$ cat config.mk
export PLATFORM = sky130hd
export DESIGN_NAME = mnd_clkgen
export DESIGN_NICKNAME = d
export VERILOG_FILES = /design/src/rtl/mndgen_pkg.sv /design/src/rtl/mndgen_ctrl.sv /design/src/rtl/mndgen_dp.sv /design/src/rtl/mnd_clkgen.sv
export SDC_FILE = /design/constraint.sdc
export NUM_CORES = 1
export LEC_CHECK = 0
export BUFFER_PORTS_ARGS = -buffer_cell sky130_fd_sc_hd__buf_2
export CAP_MARGIN = 10
export CORE_AREA = 2 2 140 142
export DETAILED_ROUTE_END_ITERATION = 10
export DIE_AREA = 0 0 142 144
export PLACE_DENSITY = 0.52
export SLEW_MARGIN = 10
export SYNTH_ARGS = -nofsm -noshare
export SYNTH_HDL_FRONTEND = slang
export SYNTH_SLANG_ARGS = --single-unit
$ cat constraint.sdc
create_clock -name clk -period 4.24 [get_ports clk]
set_input_delay 0.848 -clock clk [delete_from_list [all_inputs] [get_ports clk]]
set_output_delay 0.848 -clock clk [all_outputs]
set_load 0.03 [all_outputs]
$ cat src/rtl/mndgen_pkg.sv
package mndgen_pkg;
  localparam int ADDR_W   = 3;
  localparam int PRE_LSB  = 0;
  localparam int PRE_W    = 5;
  localparam int SRC_LSB  = 8;
  localparam int SRC_W    = 3;
  localparam int MODE_LSB = 12;
  localparam int MODE_W   = 2;

  typedef enum logic [ADDR_W-1:0] {
    REG_M      = 3'd0,
    REG_NINV   = 3'd1,
    REG_DINV   = 3'd2,
    REG_CFG    = 3'd3,
    REG_CMD    = 3'd4,
    REG_BRANCH = 3'd5
  } regSel_e;

  // strobes from control to datapath
  typedef struct packed {
    logic apply;
    logic gateOn;
  } ctlStrobe_t;
endpackage

$ cat src/rtl/mndgen_ctrl.sv
module mndgen_ctrl
  import mndgen_pkg::*;
#(
  parameter int DATA_W = 32,
  parameter int CNT_W  = 8
) (
  input  logic              clk,
  input  logic              rstN,
  input  logic              wrEn,
  input  logic [ADDR_W-1:0] wrAddr,
  input  logic [DATA_W-1:0] wrData,
  input  logic [ADDR_W-1:0] rdAddr,
  output logic [DATA_W-1:0] rdData,
  input  logic              boundary,
  output logic [CNT_W-1:0]  shM,
  output logic [CNT_W-1:0]  shNInv,
  output logic [CNT_W-1:0]  shDInv,
  output logic [PRE_W-1:0]  shPre,
  output logic [SRC_W-1:0]  shSrc,
  output logic [MODE_W-1:0] shMode,
  output ctlStrobe_t        ctl
);
  logic updPending;
  logic clrPend;
  logic branchEn;
  logic gateOn;
  logic apply;
  logic setReq;
  logic unusedWrBits;

  assign unusedWrBits = ^wrData;
  assign apply  = updPending && !clrPend && boundary;
  assign setReq = wrEn && (wrAddr == REG_CMD) && wrData[0];

  always_ff @(posedge clk) begin
    if (!rstN) begin
      shM        <= '0;
      shNInv     <= '0;
      shDInv     <= '0;
      shPre      <= '0;
      shSrc      <= '0;
      shMode     <= '0;
      branchEn   <= 1'b0;
      updPending <= 1'b0;
      clrPend    <= 1'b0;
      gateOn     <= 1'b0;
    end else begin
      if (wrEn) begin
        case (wrAddr)
          REG_M:      shM    <= wrData[CNT_W-1:0];
          REG_NINV:   shNInv <= wrData[CNT_W-1:0];
          REG_DINV:   shDInv <= wrData[CNT_W-1:0];
          REG_CFG: begin
            shPre  <= wrData[PRE_LSB +: PRE_W];
            shSrc  <= wrData[SRC_LSB +: SRC_W];
            shMode <= wrData[MODE_LSB +: MODE_W];
          end
          REG_BRANCH: branchEn <= wrData[0];
          default: ;
        endcase
      end
      clrPend <= apply;
      if (setReq) updPending <= 1'b1;
      else if (clrPend) updPending <= 1'b0;
      if (boundary) gateOn <= branchEn;
    end
  end

  always_comb begin
    rdData = '0;
    case (rdAddr)
      REG_M:      rdData[CNT_W-1:0] = shM;
      REG_NINV:   rdData[CNT_W-1:0] = shNInv;
      REG_DINV:   rdData[CNT_W-1:0] = shDInv;
      REG_CFG: begin
        rdData[PRE_LSB +: PRE_W]   = shPre;
        rdData[SRC_LSB +: SRC_W]   = shSrc;
        rdData[MODE_LSB +: MODE_W] = shMode;
      end
      REG_CMD:    rdData[0] = updPending;
      REG_BRANCH: rdData[0] = branchEn;
      default: ;
    endcase
  end

  assign ctl.apply  = apply;
  assign ctl.gateOn = gateOn;
endmodule

$ cat src/rtl/mndgen_dp.sv
module mndgen_dp
  import mndgen_pkg::*;
#(
  parameter int NUM_SRC = 4,
  parameter int CNT_W   = 8
) (
  input  logic               clk,
  input  logic               rstN,
  input  logic [NUM_SRC-1:0] srcEdge,
  input  logic [CNT_W-1:0]   shM,
  input  logic [CNT_W-1:0]   shNInv,
  input  logic [CNT_W-1:0]   shDInv,
  input  logic [PRE_W-1:0]   shPre,
  input  logic [SRC_W-1:0]   shSrc,
  input  logic [MODE_W-1:0]  shMode,
  input  ctlStrobe_t         ctl,
  output logic               boundary,
  output logic               clkOut
);
  localparam int LEN_W = PRE_W + 1;

  typedef struct packed {
    logic [CNT_W-1:0]  m;
    logic [CNT_W-1:0]  n;
    logic [CNT_W-1:0]  d;
    logic [PRE_W-1:0]  pre;
    logic [SRC_W-1:0]  src;
    logic [MODE_W-1:0] mode;
  } actCfg_t;

  actCfg_t          act;
  logic [LEN_W-1:0] ePos;
  logic [LEN_W-1:0] preLen;
  logic [LEN_W-1:0] preHalf;
  logic [CNT_W-1:0] cnt;
  logic [CNT_W:0]   sum;
  logic [CNT_W-1:0] nextCnt;
  logic             selEdge;
  logic             preTick;
  logic             wrap;
  logic             levelNext;

  // source select: one compare per source
  always_comb begin
    selEdge = 1'b0;
    for (int i = 0; i < NUM_SRC; i++) begin
      if (act.src == SRC_W'(i)) selEdge = srcEdge[i];
    end
  end

  // period length in source edges; bypass counts as ratio 1
  assign preLen  = (act.pre == '0) ? LEN_W'(2) : ({1'b0, act.pre} + LEN_W'(1));
  assign preHalf = (preLen + LEN_W'(1)) >> 1;
  assign preTick = selEdge && (ePos == preLen - LEN_W'(1));

  // modular accumulator
  assign sum      = {1'b0, cnt} + {1'b0, act.m};
  assign wrap     = sum >= {1'b0, act.n};
  assign nextCnt  = wrap ? (sum[CNT_W-1:0] - act.n) : sum[CNT_W-1:0];
  assign boundary = preTick && ((act.mode == '0) || wrap);

  assign levelNext = (act.mode == '0) ? (ePos < preHalf) : (cnt < act.d);

  always_ff @(posedge clk) begin
    if (!rstN) begin
      act    <= '0;
      ePos   <= '0;
      cnt    <= '0;
      clkOut <= 1'b0;
    end else begin
      if (ctl.apply) begin
        act.m    <= shM;
        act.n    <= shM + ~shNInv;
        act.d    <= ~shDInv;
        act.pre  <= shPre;
        act.src  <= shSrc;
        act.mode <= shMode;
        ePos     <= '0;
        cnt      <= '0;
      end else begin
        if (selEdge) ePos <= preTick ? '0 : (ePos + LEN_W'(1));
        if (preTick) cnt <= nextCnt;
      end
      clkOut <= ctl.gateOn && levelNext;
    end
  end
endmodule

$ cat src/rtl/mnd_clkgen.sv
module mnd_clkgen
  import mndgen_pkg::*;
#(
  parameter int NUM_SRC = 4,
  parameter int DATA_W  = 32,
  parameter int CNT_W   = 8
) (
  input  logic               clk,
  input  logic               rstN,
  input  logic [NUM_SRC-1:0] srcEdge,
  input  logic               wrEn,
  input  logic [2:0]         wrAddr,
  input  logic [DATA_W-1:0]  wrData,
  input  logic [2:0]         rdAddr,
  output logic [DATA_W-1:0]  rdData,
  output logic               clkOut
);
  ctlStrobe_t        ctl;
  logic              boundary;
  logic [CNT_W-1:0]  shM;
  logic [CNT_W-1:0]  shNInv;
  logic [CNT_W-1:0]  shDInv;
  logic [PRE_W-1:0]  shPre;
  logic [SRC_W-1:0]  shSrc;
  logic [MODE_W-1:0] shMode;

  mndgen_ctrl #(.DATA_W(DATA_W), .CNT_W(CNT_W)) ctrlI (
    .clk(clk), .rstN(rstN),
    .wrEn(wrEn), .wrAddr(wrAddr), .wrData(wrData),
    .rdAddr(rdAddr), .rdData(rdData),
    .boundary(boundary),
    .shM(shM), .shNInv(shNInv), .shDInv(shDInv),
    .shPre(shPre), .shSrc(shSrc), .shMode(shMode),
    .ctl(ctl)
  );

  mndgen_dp #(.NUM_SRC(NUM_SRC), .CNT_W(CNT_W)) dpI (
    .clk(clk), .rstN(rstN), .srcEdge(srcEdge),
    .shM(shM), .shNInv(shNInv), .shDInv(shDInv),
    .shPre(shPre), .shSrc(shSrc), .shMode(shMode),
    .ctl(ctl), .boundary(boundary), .clkOut(clkOut)
  );
endmodule

==> reports/metrics.yaml <==
detailed_routing:
  initialDrtViolationCount: 200
  drtAntennaViolNets: 0
  drc: 0
  vias: 4128
  drtPass1Iterations: 4
  wirelength_um: 12300
  drt-vias-per-instance: 4.58
  post_drt_wl_per_cell_um: 13.7
floorplanning:
  core_um2: 19100
  die_area_um2: 20400
  num_rows: 51
  fp.dieW_um: 142
  start_util: 0.274
  io_pins: 78
  die_h_um: 144
synth:
  netlist.area_leader.share: 0.333
  synth.largest_area_cell: "dfxtp_1"
  synthArstFlopShare: 0
  synth_edf_count: 0
  syn_area_per_cell_um2: 8.34
  netlist-cell-type-count: 52
  yosysSeqAreaShare: 0.333
  synth_seq_cells: 87
  syn_inst: 627
  syn_area_um2: 5230
  synth_area_leaders: "dfxtp_1, ha_1, nand2_1"
  yosysWarnings: 0
  ys.flop_type: "dfxtp_1"
global_route:
  first_global_vias: 3793
  grt_first_pass_wirelength_um: 19900
  antenna_found_initial: 0
  grt_use_total: 0.123
  overflow: 0
  grt_max_degree: 50
cts:
  ctsHoldBuffers: 0
  htreeDepth: 3
  clock_sinks: 87
  insertion_delay_ps: 340
  clock_path_buffers: 2
  tritoncts.num_buffers: 9
  cts_root_buffer: "clkbuf_16"
  path_clk_slew_ps: 60
  cts_tree: "done"
timing:
  finalHoldWorstSlack_ps: 454
  slew_headroom: 0.300
  final-setup-viol-count: 0
  clock.fmax_mhz: 261
  slew_violations: 0
  tns_ps: 0
  grt_setup_unrepaired: "no"
  min_period_ps: 3830
  tightest_slew_ps: 1040
  hold_violations: 0
  clock_skew_ps: 13.0
  post-route-period-util: 0.904
flow_run:
  drv_cap: 0
min_path:
  hold_path.class: "register to register"
  hold-path-endpoint: "dpI.act[13]"
  min-delay-start: "dpI.act[13]"
  hold_depth: 2
place:
  numPortBuffers: 39
  dpl.cell_count: 885
  gp_congestion: 0.805
  dp_hpwl_um: 9360
setup_path:
  arrival_ps: 4090
  start_kind: "register"
  timing.rr.start: "dpI.cnt[0]"
  cp_max_fo: 32
  regToRegSetupSlack_ps: 410
  critPathKind: "register to register"
  reg2reg_depth: 15
  rr_endpoint: "dpI.act[12]"
  end_kind: "register"
  crit_required_ps: 4500
status:
  status: "complete, no violations"
layout:
  layout.nets: 745
  fill_cells: 2042
  drive_above_1_share: 0.122
  finalNonFillerCells: 901
  antenna_cells: 0
  synthToLayoutAreaGrowth_pct: 14.0
power:
  irDropWorstVdd_v: 0.000158
  finalPower_mw: 1.88
  power.density_nw_per_um2: 316
  p_leak_nw: 2.58
[critical path, cell delays in order (launching register included)]
cell and delay (ps):
dfxtp_1 330, ha_1 250, fa_1 440, a211oi_2 270, o21bai_1 110, a21oi_1 180, xnor2_1 110, ha_1 390
nand4_1 120, a211oi_1 260, o21ai_0 220, a31oi_1 330, o211ai_4 130, buf_12 200, or2_2 290, a21oi_1 120
[cell usage in the layout, fill, tap and decap left out, types with 6 or more instances in the layout]
master     instances
nand2_1           95
dfxtp_1           87
a21oi_1           62
nor2_1            59
ha_1              39
buf_2             39
mux2i_1           35
inv_1             32
xnor2_1           22
conb_1            19
nand3_1           17
o21ai_0           14
xor2_1            12
nor2b_1           10
a21o_1             9
clkbuf_16          9
o31ai_1            8
nand4_1            7
or2_2              6
mux4_2             6
nand2b_1           6
nor3_1             6
buf_4              6
[logic make-up (layout without fill, tap and decap cells)]
group | Yosys count | count (layout) | share of synthesized area
simple gates | 224 | 224 | 0.195
compound gates | 119 | 119 | 0.140
flops | 87 | 87 | 0.333
buf+inv | 77 | 95 | 0.0699
fa+ha+maj | 42 | 42 | 0.105
mux | 42 | 42 | 0.0950
xor+xnor | 35 | 35 | 0.0615
other cells | 1 | 19 | 0.000717
[stage by stage]
stage / util / setup WS (ps) / cell area (um^2)
global placement: 0.295 / 369 / 5620
finish: 0.312 / 408 / 5960
global route: 0.312 / 88.9 / 5960
floorplan: - / 686 / 5300
CTS: 0.312 / 319 / 5960
detailed placement: 0.295 / 365 / 5620
[report_power, final]
group,switching [mW],total [mW],internal [mW]
Clock,0.334,0.885,0.551
Combinational,0.106,0.159,0.0535
Sequential,0.0108,0.838,0.827
[worst max path at each step]
stage,startpoint,to,slack (ps),cells after the start
6_report,dpI.cnt[0],dpI.act[12],410,15
2_1_floorplan,dpI.cnt[0],dpI.cnt[0],690,14
3_5_place_dp,dpI.cnt[0],dpI.act[12],370,15
5_1_grt,dpI.cnt[0],dpI.act[12],90,15
3_3_place_gp,dpI.cnt[0],dpI.act[13],370,15
4_1_cts,dpI.cnt[0],dpI.act[12],320,15
[registers in the layout, summed over array words and instances (netlist names)]
name              count
ctrlI.shPre           5
ctrlI.clrPend         1
dpI.act              34
ctrlI.shNInv          8
dpI.clkOut            1
ctrlI.gateOn          1
ctrlI.shMode          2
ctrlI.updPending      1
ctrlI.shM             8
ctrlI.branchEn        1
ctrlI.shDInv          8
ctrlI.shSrc           3
dpI.cnt               8
dpI.ePos              6
[area by class of cell]
class / count / area, um^2 / area share
multi-input combinational: 481 / 3210 / 0.538
timing repair buffer: 46 / 260 / 0.0437
inverter: 33 / 124 / 0.0208
sequential: 87 / 1740 / 0.292
clock inverter: 4 / 76.3 / 0.0128
tap: 238 / 298 / 0.0499
clock buffer: 12 / 256 / 0.0430
[what timing repair did]
action / in CTS / in global routing
gates resized for setup: 0 / 1
endpoints found under the setup margin: 0 / 2
buffers inserted: 0 / 0
[synthesized netlist by cell type (all sizes together), types with 3 or more instances]
cell type,number
nor3,6
a21o,9
o21ai,15
a21oi,62
or2,10
mux4,6
o21bai,3
a211oi,4
nor2b,10
a31oi,4
fa,3
xor2,12
xnor2,22
nand2b,6
o31ai,8
ha,39
clkbuf,19
dfxtp,87
mux2i,35
buf,25
nand4,7
nor2,59
and2,5
nand3,17
o21a,3
inv,33
nand2,95
[routing by layer]
metal  vias to the layer above  wire length (um)  share of wire  global-route usage
met1                      1911              6380           0.52               0.173
met3                         9               260          0.021              0.0175
met5                         -                 0              0                   0
li1                       2159                 -              -                   -
met4                         0               108         0.0087              0.0332
met2                        49              5590           0.45               0.198
(Power assumes the default switching activity.)
